File: src/rtl/ser_tx_pkg.sv
package ser_tx_pkg;

    localparam int CHAR_W = 8;

    typedef enum logic [1:0] {
        SH_IDLE  = 2'd0,
        SH_FRAME = 2'd1,
        SH_BREAK = 2'd2
    } sh_state_e;

    typedef struct packed {
        logic              valid;
        logic [CHAR_W-1:0] data;
    } hold_t;

    // Line level for a given bit slot of a frame: slot 0 start, 1..CHAR_W data, rest stop.
    function automatic logic frame_level(input int unsigned pos, input logic [CHAR_W-1:0] bits);
        logic lvl;
        lvl = 1'b1;
        if (pos == 0) begin
            lvl = 1'b0;
        end
        for (int k = 0; k < CHAR_W; k++) begin
            if (pos == k + 1) begin
                lvl = bits[k];
            end
        end
        return lvl;
    endfunction

endpackage

File: src/rtl/tx_hold_buf.sv
module tx_hold_buf
    import ser_tx_pkg::*;
(
    input  logic              clk,
    input  logic              rst,
    input  logic              wr_en,
    input  logic [CHAR_W-1:0] wr_data,
    input  logic              take,
    output hold_t             hold
);

    hold_t hold_q;

    // A write wins over a take: the engine reads the old byte combinationally this cycle.
    always_ff @(posedge clk) begin
        if (rst) begin
            hold_q <= '0;
        end else if (wr_en) begin
            hold_q.valid <= 1'b1;
            hold_q.data  <= wr_data;
        end else if (take) begin
            hold_q.valid <= 1'b0;
        end
    end

    assign hold = hold_q;

endmodule

File: src/rtl/tx_shift_engine.sv
module tx_shift_engine
    import ser_tx_pkg::*;
#(
    parameter int OVERSAMPLE = 16,
    parameter int STOP_BITS  = 1
) (
    input  logic  clk,
    input  logic  rst,
    input  logic  tick,
    input  logic  enable,
    input  logic  brk_req,
    input  hold_t hold,
    output logic  take,
    output logic  busy,
    output logic  line
);

    localparam int SLOTS = CHAR_W + 1 + STOP_BITS;
    localparam int CNT_W = (OVERSAMPLE > 1) ? $clog2(OVERSAMPLE) : 1;
    localparam int IDX_W = $clog2(SLOTS);
    localparam logic [CNT_W-1:0] CNT_LAST = CNT_W'(OVERSAMPLE - 1);
    localparam logic [IDX_W-1:0] IDX_LAST = IDX_W'(SLOTS - 1);

    sh_state_e         state_q;
    logic [CNT_W-1:0]  cnt_q;
    logic [IDX_W-1:0]  idx_q;
    logic [CHAR_W-1:0] shreg_q;
    logic              slot_end;

    assign take     = (state_q == SH_IDLE) && enable && !brk_req && hold.valid;
    assign slot_end = tick && (cnt_q == CNT_LAST);

    always_ff @(posedge clk) begin
        if (rst) begin
            state_q <= SH_IDLE;
            cnt_q   <= '0;
            idx_q   <= '0;
            shreg_q <= '0;
        end else begin
            case (state_q)
                SH_IDLE: begin
                    cnt_q <= '0;
                    idx_q <= '0;
                    if (enable && brk_req) begin
                        state_q <= SH_BREAK;
                    end else if (take) begin
                        state_q <= SH_FRAME;
                        shreg_q <= hold.data;
                    end
                end
                SH_FRAME, SH_BREAK: begin
                    if (tick) begin
                        cnt_q <= slot_end ? '0 : cnt_q + 1'b1;
                    end
                    if (slot_end) begin
                        if (idx_q == IDX_LAST) begin
                            idx_q <= '0;
                            if (!(state_q == SH_BREAK && brk_req && enable)) begin
                                state_q <= SH_IDLE;
                            end
                        end else begin
                            idx_q <= idx_q + 1'b1;
                        end
                    end
                end
                default: state_q <= SH_IDLE;
            endcase
        end
    end

    always_comb begin
        case (state_q)
            SH_FRAME: line = frame_level(int'(idx_q), shreg_q);
            SH_BREAK: line = 1'b0;
            default:  line = 1'b1;
        endcase
    end

    assign busy = (state_q != SH_IDLE);

endmodule

File: src/rtl/tx_status.sv
module tx_status (
    input  logic hold_valid,
    input  logic busy,
    input  logic irq_empty_en,
    input  logic irq_done_en,
    output logic buf_empty,
    output logic path_idle,
    output logic irq_buf,
    output logic irq_done
);

    assign buf_empty = !hold_valid;
    assign path_idle = !hold_valid && !busy;
    assign irq_buf   = irq_empty_en && buf_empty;
    assign irq_done  = irq_done_en && path_idle;

endmodule

File: src/rtl/ser_tx_buffered.sv
module ser_tx_buffered
    import ser_tx_pkg::*;
#(
    parameter int OVERSAMPLE = 16,
    parameter int STOP_BITS  = 1
) (
    input  logic              clk,
    input  logic              rst,
    input  logic              baud_tick,
    input  logic              wr_en,
    input  logic [CHAR_W-1:0] wr_data,
    input  logic              tx_enable,
    input  logic              brk_req,
    input  logic              irq_empty_en,
    input  logic              irq_done_en,
    output logic              tx_line,
    output logic              tx_oe,
    output logic              buf_empty,
    output logic              path_idle,
    output logic              irq_buf,
    output logic              irq_done
);

    hold_t hold;
    logic  take;
    logic  busy;
    logic  eng_line;

    tx_hold_buf u_hold (
        .clk     (clk),
        .rst     (rst),
        .wr_en   (wr_en),
        .wr_data (wr_data),
        .take    (take),
        .hold    (hold)
    );

    tx_shift_engine #(
        .OVERSAMPLE (OVERSAMPLE),
        .STOP_BITS  (STOP_BITS)
    ) u_eng (
        .clk     (clk),
        .rst     (rst),
        .tick    (baud_tick),
        .enable  (tx_enable),
        .brk_req (brk_req),
        .hold    (hold),
        .take    (take),
        .busy    (busy),
        .line    (eng_line)
    );

    tx_status u_stat (
        .hold_valid   (hold.valid),
        .busy         (busy),
        .irq_empty_en (irq_empty_en),
        .irq_done_en  (irq_done_en),
        .buf_empty    (buf_empty),
        .path_idle    (path_idle),
        .irq_buf      (irq_buf),
        .irq_done     (irq_done)
    );

    assign tx_oe   = tx_enable;
    assign tx_line = tx_enable ? eng_line : 1'b1;

endmodule

File: config.mk
export PLATFORM = sky130hd
export DESIGN_NAME = ser_tx_buffered
export DESIGN_NICKNAME = d
export VERILOG_FILES = /design/src/rtl/ser_tx_pkg.sv /design/src/rtl/tx_hold_buf.sv /design/src/rtl/tx_shift_engine.sv /design/src/rtl/tx_status.sv /design/src/rtl/ser_tx_buffered.sv
export SDC_FILE = /design/constraint.sdc
export NUM_CORES = 1
export LEC_CHECK = 0
export ABC_AREA = 1
export BUFFER_PORTS_ARGS = -buffer_cell sky130_fd_sc_hd__buf_4
export CELL_PAD_IN_SITES_DETAIL_PLACEMENT = 1
export CELL_PAD_IN_SITES_GLOBAL_PLACEMENT = 2
export CORE_UTILIZATION = 32
export DETAILED_ROUTE_END_ITERATION = 8
export GPL_TIMING_DRIVEN = 0
export HOLD_SLACK_MARGIN = 0.12
export PLACE_DENSITY_LB_ADDON = 0.12
export REMOVE_ABC_BUFFERS = 1
export SYNTH_ARGS = -nofsm -noshare
export SYNTH_HDL_FRONTEND = slang
export SYNTH_SLANG_ARGS = --single-unit
File: constraint.sdc
create_clock -name clk -period 3.8 [get_ports clk]
set_input_delay 1.14 -clock clk [delete_from_list [all_inputs] [get_ports clk]]
set_output_delay 1.14 -clock clk [all_outputs]
set_load 0.02 [all_outputs]
==> flow_summary.yaml, run 1 <==
placement:
  io_buffer_count: 21
  detailedPlacementHpwl_um: 2348
  gp_routability_congestion: 0.8798
worst_setup_path:
  required_ns: 2.66
  crit_path_max_incr_delay_ns: 0.15
  crit_path_cell_trace: "buf_4 -> o21a_1 -> nand2_1 -> buf_4"
  worstSetupEndpointType: "primary output"
  critical_path.slowest_cell: "buf_4"
  worstPathBufferInverterCount: 2
  critical_path_maximum_fanout: 6
  critical-path-top-delay-family: "buffers and inverters"
  arrival_ns: 1.57
  worstSetupStartpointType: "primary input"
  setup.worst_path.class: "primary input to primary output"
  critPathMostFrequentCell: "buf_4"
yosys:
  synth_enable_flop_cells: 0
  seq_area_frac_synth_pct: 40.99
  synth.cells.most_frequent: "28 x nand2_1, 28 x nor2_1, 27 x dfxtp_1, 25 x inv_1, 22 x o21ai_0"
  netlist.top_cell.by_area: "dfxtp_1"
  synthesis.instances: 188
  yosys_most_used_dff: "dfxtp_1"
  yosys_warnings: 0
  ys_top_cells_by_area: "dfxtp_1 41%, o21ai_0 8.3%, nand2_1 8.0%"
  synth_cell_type_count: 25
  yosys_register_bits: 27
  average_footprint_of_a_synthesized_cell_um2: 7.015
  portion_of_synthesized_cell_area_occupied_by_the_leading_cell_type_pct: 40.99
  async_sr_flop_fraction_pct: 0
  synth.cell_area_um2: 1319
route:
  sum_of_met3_wire_segment_lengths_after_detailed_routing_um: 60
  detailedRoute.firstPassIterationCount: 4
  drt.antenna.violating_nets: 0
  per_cell_routed_wire_length_um: 11.68
  avgViaCountPerCell: 4.688
  via_count: 1200
  route.met2.wl_um: 1384
  met1Wirelength_um: 1507
  drcViolationCount: 0
  drt_iter0_markers: 26
  routed_wl_um: 2991
  top_signal_layer_used: "met4"
cells_and_area:
  filler_cell_count: 501
  num_antenna_cells: 0
  post_route_cells_drive_above_1_share_pct: 17.79
  layout.core_utilization_pct: 41.01
  regArea_um2: 540.5
  multi_input_comb_area_um2: 653.1
  layout-area-overhead-vs-synth_pct: 18.12
  final_net_count: 229
global_routing:
  grt_pass1_vias: 1170
  grt-ovfl-total: 0
  grt.total_usage_pct: 15.33
  grt_start_max_net_pins: 22
  antenna_found_initial: 0
  grt_first_pass_wirelength_um: 5126
timing:
  final.min_clock_period_ns: 2.712
  final_hold_viol_count: 0
  fmaxAchievable_mhz: 368.7
  timing.final.setup_violations: 0
  tightest_slew_ns: 0.5256
  fin_crit_sh_pct: 71.38
  max-slew-margin-rel_pct: 64.92
  setup-tns-final_ns: 0
  slew_viol_final: 0
  final.setup_skew_ns: 0.002039
  rsz0062_at_grt: "no"
outcome:
  outcome: "completed"
cts:
  post_cts_resize_count: 0
  cts_max_level: 1
  clock_path_buffers: 2
  worst_skew_late_latency_ns: 0.27
  clock_tree_from_tritoncts: "done"
  cts_num_sinks: 27
  cts_inserted_buffers: 3
  cts_hold_buffers: 0
  clock_root_cell: "clkbuf_8"
  clk_pin_slew_worst_paths_ns: 0.09
  post_cts.repair.setup_buffers: 0
die:
  start_util_pct: 34.72
  design.core.area_um2: 3799
  dieHeight_um: 66.20
  die_ar_um2: 4382
  io-pin-count: 22
  die_w_um: 66.20
  fp-row-count: 22
pwr:
  power.leakage_uw: 0.0006818
  max-vdd-ir-drop_mv: 0.1561
  pwr_density_cell_nw_per_um2: 487.9
hold_path:
  worst_hold_path_type: "register to register"
run:
  max_cap_violations: 0
metal layers:
layer,up-vias,track usage (%)
met1,543,20.75
met5,-,0
met2,13,24.23
met4,0,6.383
li1,640,-
met3,4,2.069
per-stage QoR:
stage          cells  total power (uW)  worst slack, ns  hold slack [ns]  instance area, um^2
4_1_cts          256             771.8            1.086           0.4578                 1558
2_1_floorplan    183             519.3            1.220           0.4217                 1295
5_1_grt          256             827.4           0.9609           0.4779                 1558
3_3_place_gp     252             594.3            1.098           0.4398                 1513
6_report         256             760.0            1.088           0.4528                 1558
3_5_place_dp     252             605.1            1.087           0.4437                 1513
path summary, 6_finish.rpt:
kind                          from          endpoint  slack, ns  cells past startpoint
setup / recovery         tx_enable           tx_line       1.09                      4
hold reg to reg   u_eng.shreg_q[1]  u_eng.shreg_q[1]       0.45                      2
setup reg to reg  u_eng.state_q[0]    u_eng.cnt_q[3]       2.15                      8
hold / removal    u_eng.shreg_q[1]  u_eng.shreg_q[1]       0.45                      2
registers in the layout, summed over array words and instances, names as in the netlist:
name	count
u_eng.shreg_q	8
u_eng.state_q	2
u_eng.idx_q	4
u_eng.cnt_q	4
u_hold.hold	9
cell families after synthesis:
logic type,share of synthesized area [%]
AOI/OAI and AO/OA,18.31
xor gates and xnor gates,1.329
adders and majority gates,3.795
buffers and inverters,9.488
DFF,40.99
and+or+nand+nor,26.09
worst reg2reg max path: cells and delay by family (launching register included):
| kind | cells | cell delay, ns |
|---|---|---|
| fa+ha+maj | 1 | 0.41 |
| flops | 1 | 0.35 |
| compound gates | 1 | 0.11 |
| simple gates | 4 | 0.52 |
| buf+inv | 2 | 0.16 |
layout by cell type, fill, tap and decap left out, types with 2 or more instances in the layout:
cell type / Yosys / final
nand3_2: 3 / 3
nor2_2: 3 / 3
nand2_1: 28 / 28
clkbuf_8: 0 / 3
inv_2: 2 / 2
dfxtp_1: 27 / 27
nand3_1: 7 / 7
o21a_1: 2 / 2
buf_4: 1 / 21
a21oi_1: 19 / 19
o21ai_0: 22 / 22
nor2_1: 28 / 28
inv_1: 25 / 25
nand2_2: 4 / 4
ha_1: 4 / 4
xor2_1: 2 / 2
cell type report:
| type | instances | share of cell area (%) |
|---|---|---|
| clock buffers | 4 | 2.892 |
| inverters | 27 | 6.506 |
| multi-input cells | 129 | 41.93 |
| flip-flops and latches | 27 | 34.70 |
| well taps | 48 | 3.855 |
| repair buffers | 21 | 10.12 |
power by group:
group,switching (uW),total [uW],internal [uW],leakage [uW]
Combinational,167,267,99.4,0.000438
Sequential,19.3,329,310,0.000221
Clock,89.2,164,75.2,0.0000228
Total,276,760,484,0.000682
Note: power is estimated with default switching activity, not from simulation.
==> run 2, diff against run 1 <==
--- a/config.mk
+++ b/config.mk
@@ -9,7 +9,7 @@
 export BUFFER_PORTS_ARGS = -buffer_cell sky130_fd_sc_hd__buf_4
 export CELL_PAD_IN_SITES_DETAIL_PLACEMENT = 1
 export CELL_PAD_IN_SITES_GLOBAL_PLACEMENT = 2
-export CORE_UTILIZATION = 32
+export CORE_UTILIZATION = 30
 export DETAILED_ROUTE_END_ITERATION = 8
 export GPL_TIMING_DRIVEN = 0
 export HOLD_SLACK_MARGIN = 0.12
==> constraint.sdc (replaced) <==
create_clock -name clk -period 2.8 [get_ports clk]
set_input_delay 0.84 -clock clk [delete_from_list [all_inputs] [get_ports clk]]
set_output_delay 0.84 -clock clk [all_outputs]
set_load 0.02 [all_outputs]
==> flow_summary.yaml, run 2 (synthesized netlist as in run 1, its figures left out) <==
outcome:
  outcome: "completed"
die:
  die_ar_um2: 4665
  dieHeight_um: 68.30
  io-pin-count: 22
  die_w_um: 68.30
  start_util_pct: 32.05
  fp-row-count: 23
  design.core.area_um2: 4115
timing:
  fin_crit_sh_pct: 85.02
  final.min_clock_period_ns: 2.381
  fmaxAchievable_mhz: 420.1
  timing.final.setup_violations: 0
  final.setup_skew_ns: 0.006033
  tightest_slew_ns: 0.5227
  max-slew-margin-rel_pct: 65.11
  final_hold_viol_count: 0
  worst_hold_slack_ns: 0.4585
  rsz0062_at_grt: "no"
  setup-tns-final_ns: 0
  slew_viol_final: 0
hold_path:
  worst_hold_path_type: "register to register"
pwr:
  power.clock.fraction_pct: 21.9
  p_int_uw: 655.9
  pwr_density_cell_nw_per_um2: 666.7
  power.leakage_uw: 0.0006845
  max-vdd-ir-drop_mv: 0.2401
  power_switching_share_pct: 37.00
  combinationalPowerShare_pct: 35.2
  p_sw_uw: 385.2
  pwr-share-seq_pct: 42.9
cells_and_area:
  most-common-layout-cells: "28 x nor2_1, 28 x nand2_1, 27 x dfxtp_1, 25 x inv_1, 22 x o21ai_0"
  largest_register_ffs: 9
  post_route_cells_drive_above_1_share_pct: 18.27
  filler_cell_count: 540
  layout.cells.non_filler: 258
  num_antenna_cells: 0
  layout-area-overhead-vs-synth_pct: 18.41
  final_net_count: 229
  layout.core_utilization_pct: 37.94
worst_setup_path:
  arrival_ns: 1.54
  required_ns: 1.96
  critical_path_maximum_fanout: 6
  critPathMostFrequentCell: "nand2_1"
  critical_path.slowest_cell: "dfxtp_1"
  worstSetupEndpointType: "primary output"
  crit_path_cell_trace: "nor2_1 -> inv_1 -> o21ai_0 -> nand2_1 -> inv_1 -> nand2_1 -> nand2_1 -> nand2_1 -> buf_4"
  rrSetupSlack_ns: 1.11
  crit_path_max_incr_delay_ns: 0.38
  worstSetupStartpointType: "register"
  setup.worst_path.class: "register to primary output"
global_routing:
  antenna_found_initial: 0
  grt-ovfl-total: 0
  groute.layer.met1.usage_pct: 19.96
  grt.total_usage_pct: 16.38
  grt_pass1_vias: 1205
  grt_busiest_layer: "met2"
  use_met2_pct: 27.82
  grt_util_met3_pct: 4.000
  grt_start_max_net_pins: 22
  grt_first_pass_wirelength_um: 5554
cts:
  cts_num_sinks: 27
  cts_inserted_buffers: 3
  cts_max_level: 1
  cts_hold_buffers: 0
  post_cts_resize_count: 0
  worst_skew_late_latency_ns: 0.28
  clock_path_buffers: 2
  clk_pin_slew_worst_paths_ns: 0.10
  clock_root_cell: "clkbuf_8"
  clock_tree_from_tritoncts: "done"
  post_cts.repair.setup_buffers: 0
placement:
  instance_count_after_placement_with_tap_cells_included: 254
  io_buffer_count: 21
  detailedPlacementHpwl_um: 2474
  gp_routability_congestion: 0.7851
route:
  drt_iter0_markers: 40
  avgViaCountPerCell: 4.717
  per_cell_routed_wire_length_um: 12.64
  routed_wl_um: 3262
  drcViolationCount: 0
  drt.antenna.violating_nets: 0
  via_count: 1217
  detailedRoute.firstPassIterationCount: 4
run:
  max_cap_violations: 0
==> run 2: worst paths after layout <==
path,to,start,cells past startpoint
worst max-delay path,tx_line,u_eng.idx_q[0],9
worst min-delay path,u_eng.shreg_q[1],u_eng.shreg_q[1],2
worst max register to register,u_eng.idx_q[2],u_eng.state_q[1],9
worst min register to register,u_eng.shreg_q[1],u_eng.shreg_q[1],2
==> run 2: cell type report <==
cell class	instances	area, um^2	share of cell area (%)
clock inverter	1	5.005	0.3205
tap	50	62.56	4.006
clock buffer	3	41.29	2.644
inverter	27	101.3	6.490
multi-input combinational	129	653.1	41.83
timing repair buffer	21	157.7	10.10
sequential	27	540.5	34.62
==> run 2: critical path: cells and delay by family, from the launching register on <==
family                 cells  cell delay, ns
buffers and inverters      3            0.29
AND/OR/NAND/NOR            5            0.44
AO/OA/AOI/OAI              1            0.15
flip-flops                 1            0.38
==> run 2: through the flow <==
stage | setup slack [ns] | power (uW) | cell area [um^2]
5_1_grt | 0.2404 | 1126 | 1562
4_1_cts | 0.4192 | 1060 | 1562
3_3_place_gp | 0.6969 | 809.6 | 1515
6_report | 0.4193 | 1041 | 1562
3_5_place_dp | 0.6847 | 825.4 | 1515
2_1_floorplan | 0.8199 | 704.8 | 1295
==> run 2: layer usage <==
layer / up-vias / part of all wire, %
met4: 0 / 1.4
met3: 5 / 2.4
met5: - / 0
met1: 564 / 48
li1: 636 / -
met2: 12 / 49
==> run 2: power by group through the flow <==
stage	combinational (uW)	clock [uW]	sequential, uW
after global routing	419	255	452
after global placement	355	0	454
final	366	228	447
after detailed placement	370	0	456
after CTS	375	238	447
after floorplan	256	0	449
==> run 3, diff against run 2 <==
--- a/config.mk
+++ b/config.mk
@@ -7,9 +7,10 @@
 export LEC_CHECK = 0
 export ABC_AREA = 1
 export BUFFER_PORTS_ARGS = -buffer_cell sky130_fd_sc_hd__buf_4
+export CAP_MARGIN = 20
 export CELL_PAD_IN_SITES_DETAIL_PLACEMENT = 1
 export CELL_PAD_IN_SITES_GLOBAL_PLACEMENT = 2
-export CORE_UTILIZATION = 30
+export CORE_UTILIZATION = 27
 export DETAILED_ROUTE_END_ITERATION = 8
 export GPL_TIMING_DRIVEN = 0
 export HOLD_SLACK_MARGIN = 0.12
==> constraint.sdc (replaced) <==
create_clock -name clk -period 2 [get_ports clk]
set_input_delay 0.6 -clock clk [delete_from_list [all_inputs] [get_ports clk]]
set_output_delay 0.6 -clock clk [all_outputs]
set_load 0.02 [all_outputs]
==> flow_summary.yaml, run 3 (synthesized netlist as in run 1, its figures left out) <==
outcome:
  outcome: "completed"
timing:
  final.setup_skew_ns: 0.003958
  fin_crit_sh_pct: 98.68
  postLayoutSetupSlackWorst_ns: 0.02643
  tightest_slew_ns: 0.5327
  slew_viol_final: 0
  max-slew-margin-rel_pct: 64.44
  rsz0062_at_grt: "yes"
  fmaxAchievable_mhz: 506.7
  final_hold_viol_count: 0
  final.min_clock_period_ns: 1.974
  setup-tns-final_ns: 0
  worst_hold_slack_ns: 0.4558
  timing.final.setup_violations: 0
pwr:
  power_switching_share_pct: 36.05
  power.leakage_uw: 0.0006881
  total_power_uw: 1454
  power.clock.fraction_pct: 21.8
  pwr-share-seq_pct: 43.2
  p_int_uw: 929.6
  combinationalPowerShare_pct: 35.0
  pwr_density_cell_nw_per_um2: 902.0
  max-vdd-ir-drop_mv: 0.2398
  p_sw_uw: 524.1
placement:
  detailedPlace.worstSlack_ns: 0.1602
  gp_routability_congestion: 0.7576
  detailedPlacementHpwl_um: 2413
  io_buffer_count: 21
route:
  drcViolationCount: 0
  drt_iter0_markers: 27
  via_count: 1232
  top_signal_layer_used: "met4"
  sum_of_met3_wire_segment_lengths_after_detailed_routing_um: 92
  avgViaCountPerCell: 4.464
  route.met2.wl_um: 1442
  routed_wl_um: 3128
  met1Wirelength_um: 1539
  drt.antenna.violating_nets: 0
  detailedRoute.firstPassIterationCount: 4
  per_cell_routed_wire_length_um: 11.33
cells_and_area:
  multi_input_comb_area_um2: 664.4
  regArea_um2: 548.0
  final_net_count: 230
  most-common-layout-cells: "28 x nand2_1, 27 x nor2_1, 25 x dfxtp_1, 23 x inv_1, 21 x buf_4"
  leading_cell_type_in_the_layout_fill_and_taps_excluded: "nand2_1"
  num_antenna_cells: 0
  post_route_cells_drive_above_1_share_pct: 21.05
  filler_cell_count: 604
  largest_register_ffs: 9
  layout-area-overhead-vs-synth_pct: 22.20
hold_path:
  timing.hold.worst.start: "u_eng.shreg_q[4]"
  worst_hold_path_type: "register to register"
  whs_path_depth: 2
  worstHoldEndpoint: "u_eng.shreg_q[4]"
global_routing:
  grt_pass1_vias: 1257
  grt_start_max_net_pins: 22
  grt.total_usage_pct: 13.76
  grt_first_pass_wirelength_um: 5582
  grt-ovfl-total: 0
  antenna_found_initial: 0
die:
  die_w_um: 71.89
  fp-row-count: 25
  dieHeight_um: 71.89
  die_ar_um2: 5167
  start_util_pct: 27.92
  io-pin-count: 22
  design.core.area_um2: 4723
worst_setup_path:
  reg2regPathDepth: 8
  setup.worst_path.class: "register to primary output"
  required_ns: 1.40
  worstSetupStartpointType: "register"
  worst_r2r_startpoint: "u_eng.state_q[1]"
  rrSetupSlack_ns: 0.37
  worstSetupEndpointType: "primary output"
  critical_path_maximum_fanout: 6
  r2r-end: "u_eng.cnt_q[3]"
  arrival_ns: 1.37
cts:
  cts_num_sinks: 27
  clock_tree_from_tritoncts: "done"
  clock_root_cell: "clkbuf_8"
  clk_pin_slew_worst_paths_ns: 0.09
  clock_path_buffers: 2
  cts_inserted_buffers: 3
  cts_hold_buffers: 0
  worst_skew_late_latency_ns: 0.27
  cts_max_level: 1
run:
  max_cap_violations: 0
==> run 3: repair_timing <==
item	CTS	global route
setup buffers	1	0
pin swaps	0	3
resized for setup	9	3
setup endpoints to repair	1	1
==> run 3: worst max path at each step <==
stage                         startpoint       to  slack [ns]  cells past startpoint
after floorplan           u_eng.idx_q[1]  tx_line        0.38                      8
after global placement    u_eng.idx_q[0]  tx_line        0.16                      9
after detailed placement  u_eng.idx_q[0]  tx_line        0.16                      9
after CTS                 u_eng.idx_q[0]  tx_line      0.0008                     11
after global routing      u_eng.idx_q[0]  tx_line       -0.09                     11
final                     u_eng.idx_q[0]  tx_line        0.03                     11
==> run 3: per-layer routing <==
metal | up-vias | global-route usage, %
met4 | 0 | 5.229
met1 | 571 | 17.37
met2 | 16 | 23.27
met5 | - | 0
met3 | 5 | 2.532
li1 | 640 | -
==> run 3: power by group through the flow <==
stage	registers (uW)	clock network (uW)	logic (uW)
floorplan	628	0	359
global placement	636	0	500
detailed placement	637	0	505
CTS	629	334	510
global route	637	359	578
finish	628	317	509
==> run 3: layout make-up <==
type,count,area share [%]
inverters,27,6.289
clock buffers,4,2.795
well taps,67,5.202
repair buffers,22,10.48
flip-flops and latches,27,34.01
multi-input cells,129,41.23
==> run 3: worst max-delay path: stages (launching register included) <==
cell and delay [ns]:
dfxtp_4 0.38, buf_4 0.14, inv_2 0.05, nand2_1 0.05
nand2_1 0.05, nand2_1 0.05, nand2_1 0.05, nand2_1 0.05
nand2_1 0.06, nand2_1 0.04, nand2_1 0.06, buf_6 0.11
==> run 3: stage by stage <==
step	instance area, um^2	cells	utilization, %
after floorplan	1295	183	-
after global placement	1536	271	32.53
after detailed placement	1536	271	32.53
after CTS	1604	276	33.96
after global routing	1612	276	34.12
final	1612	276	34.12
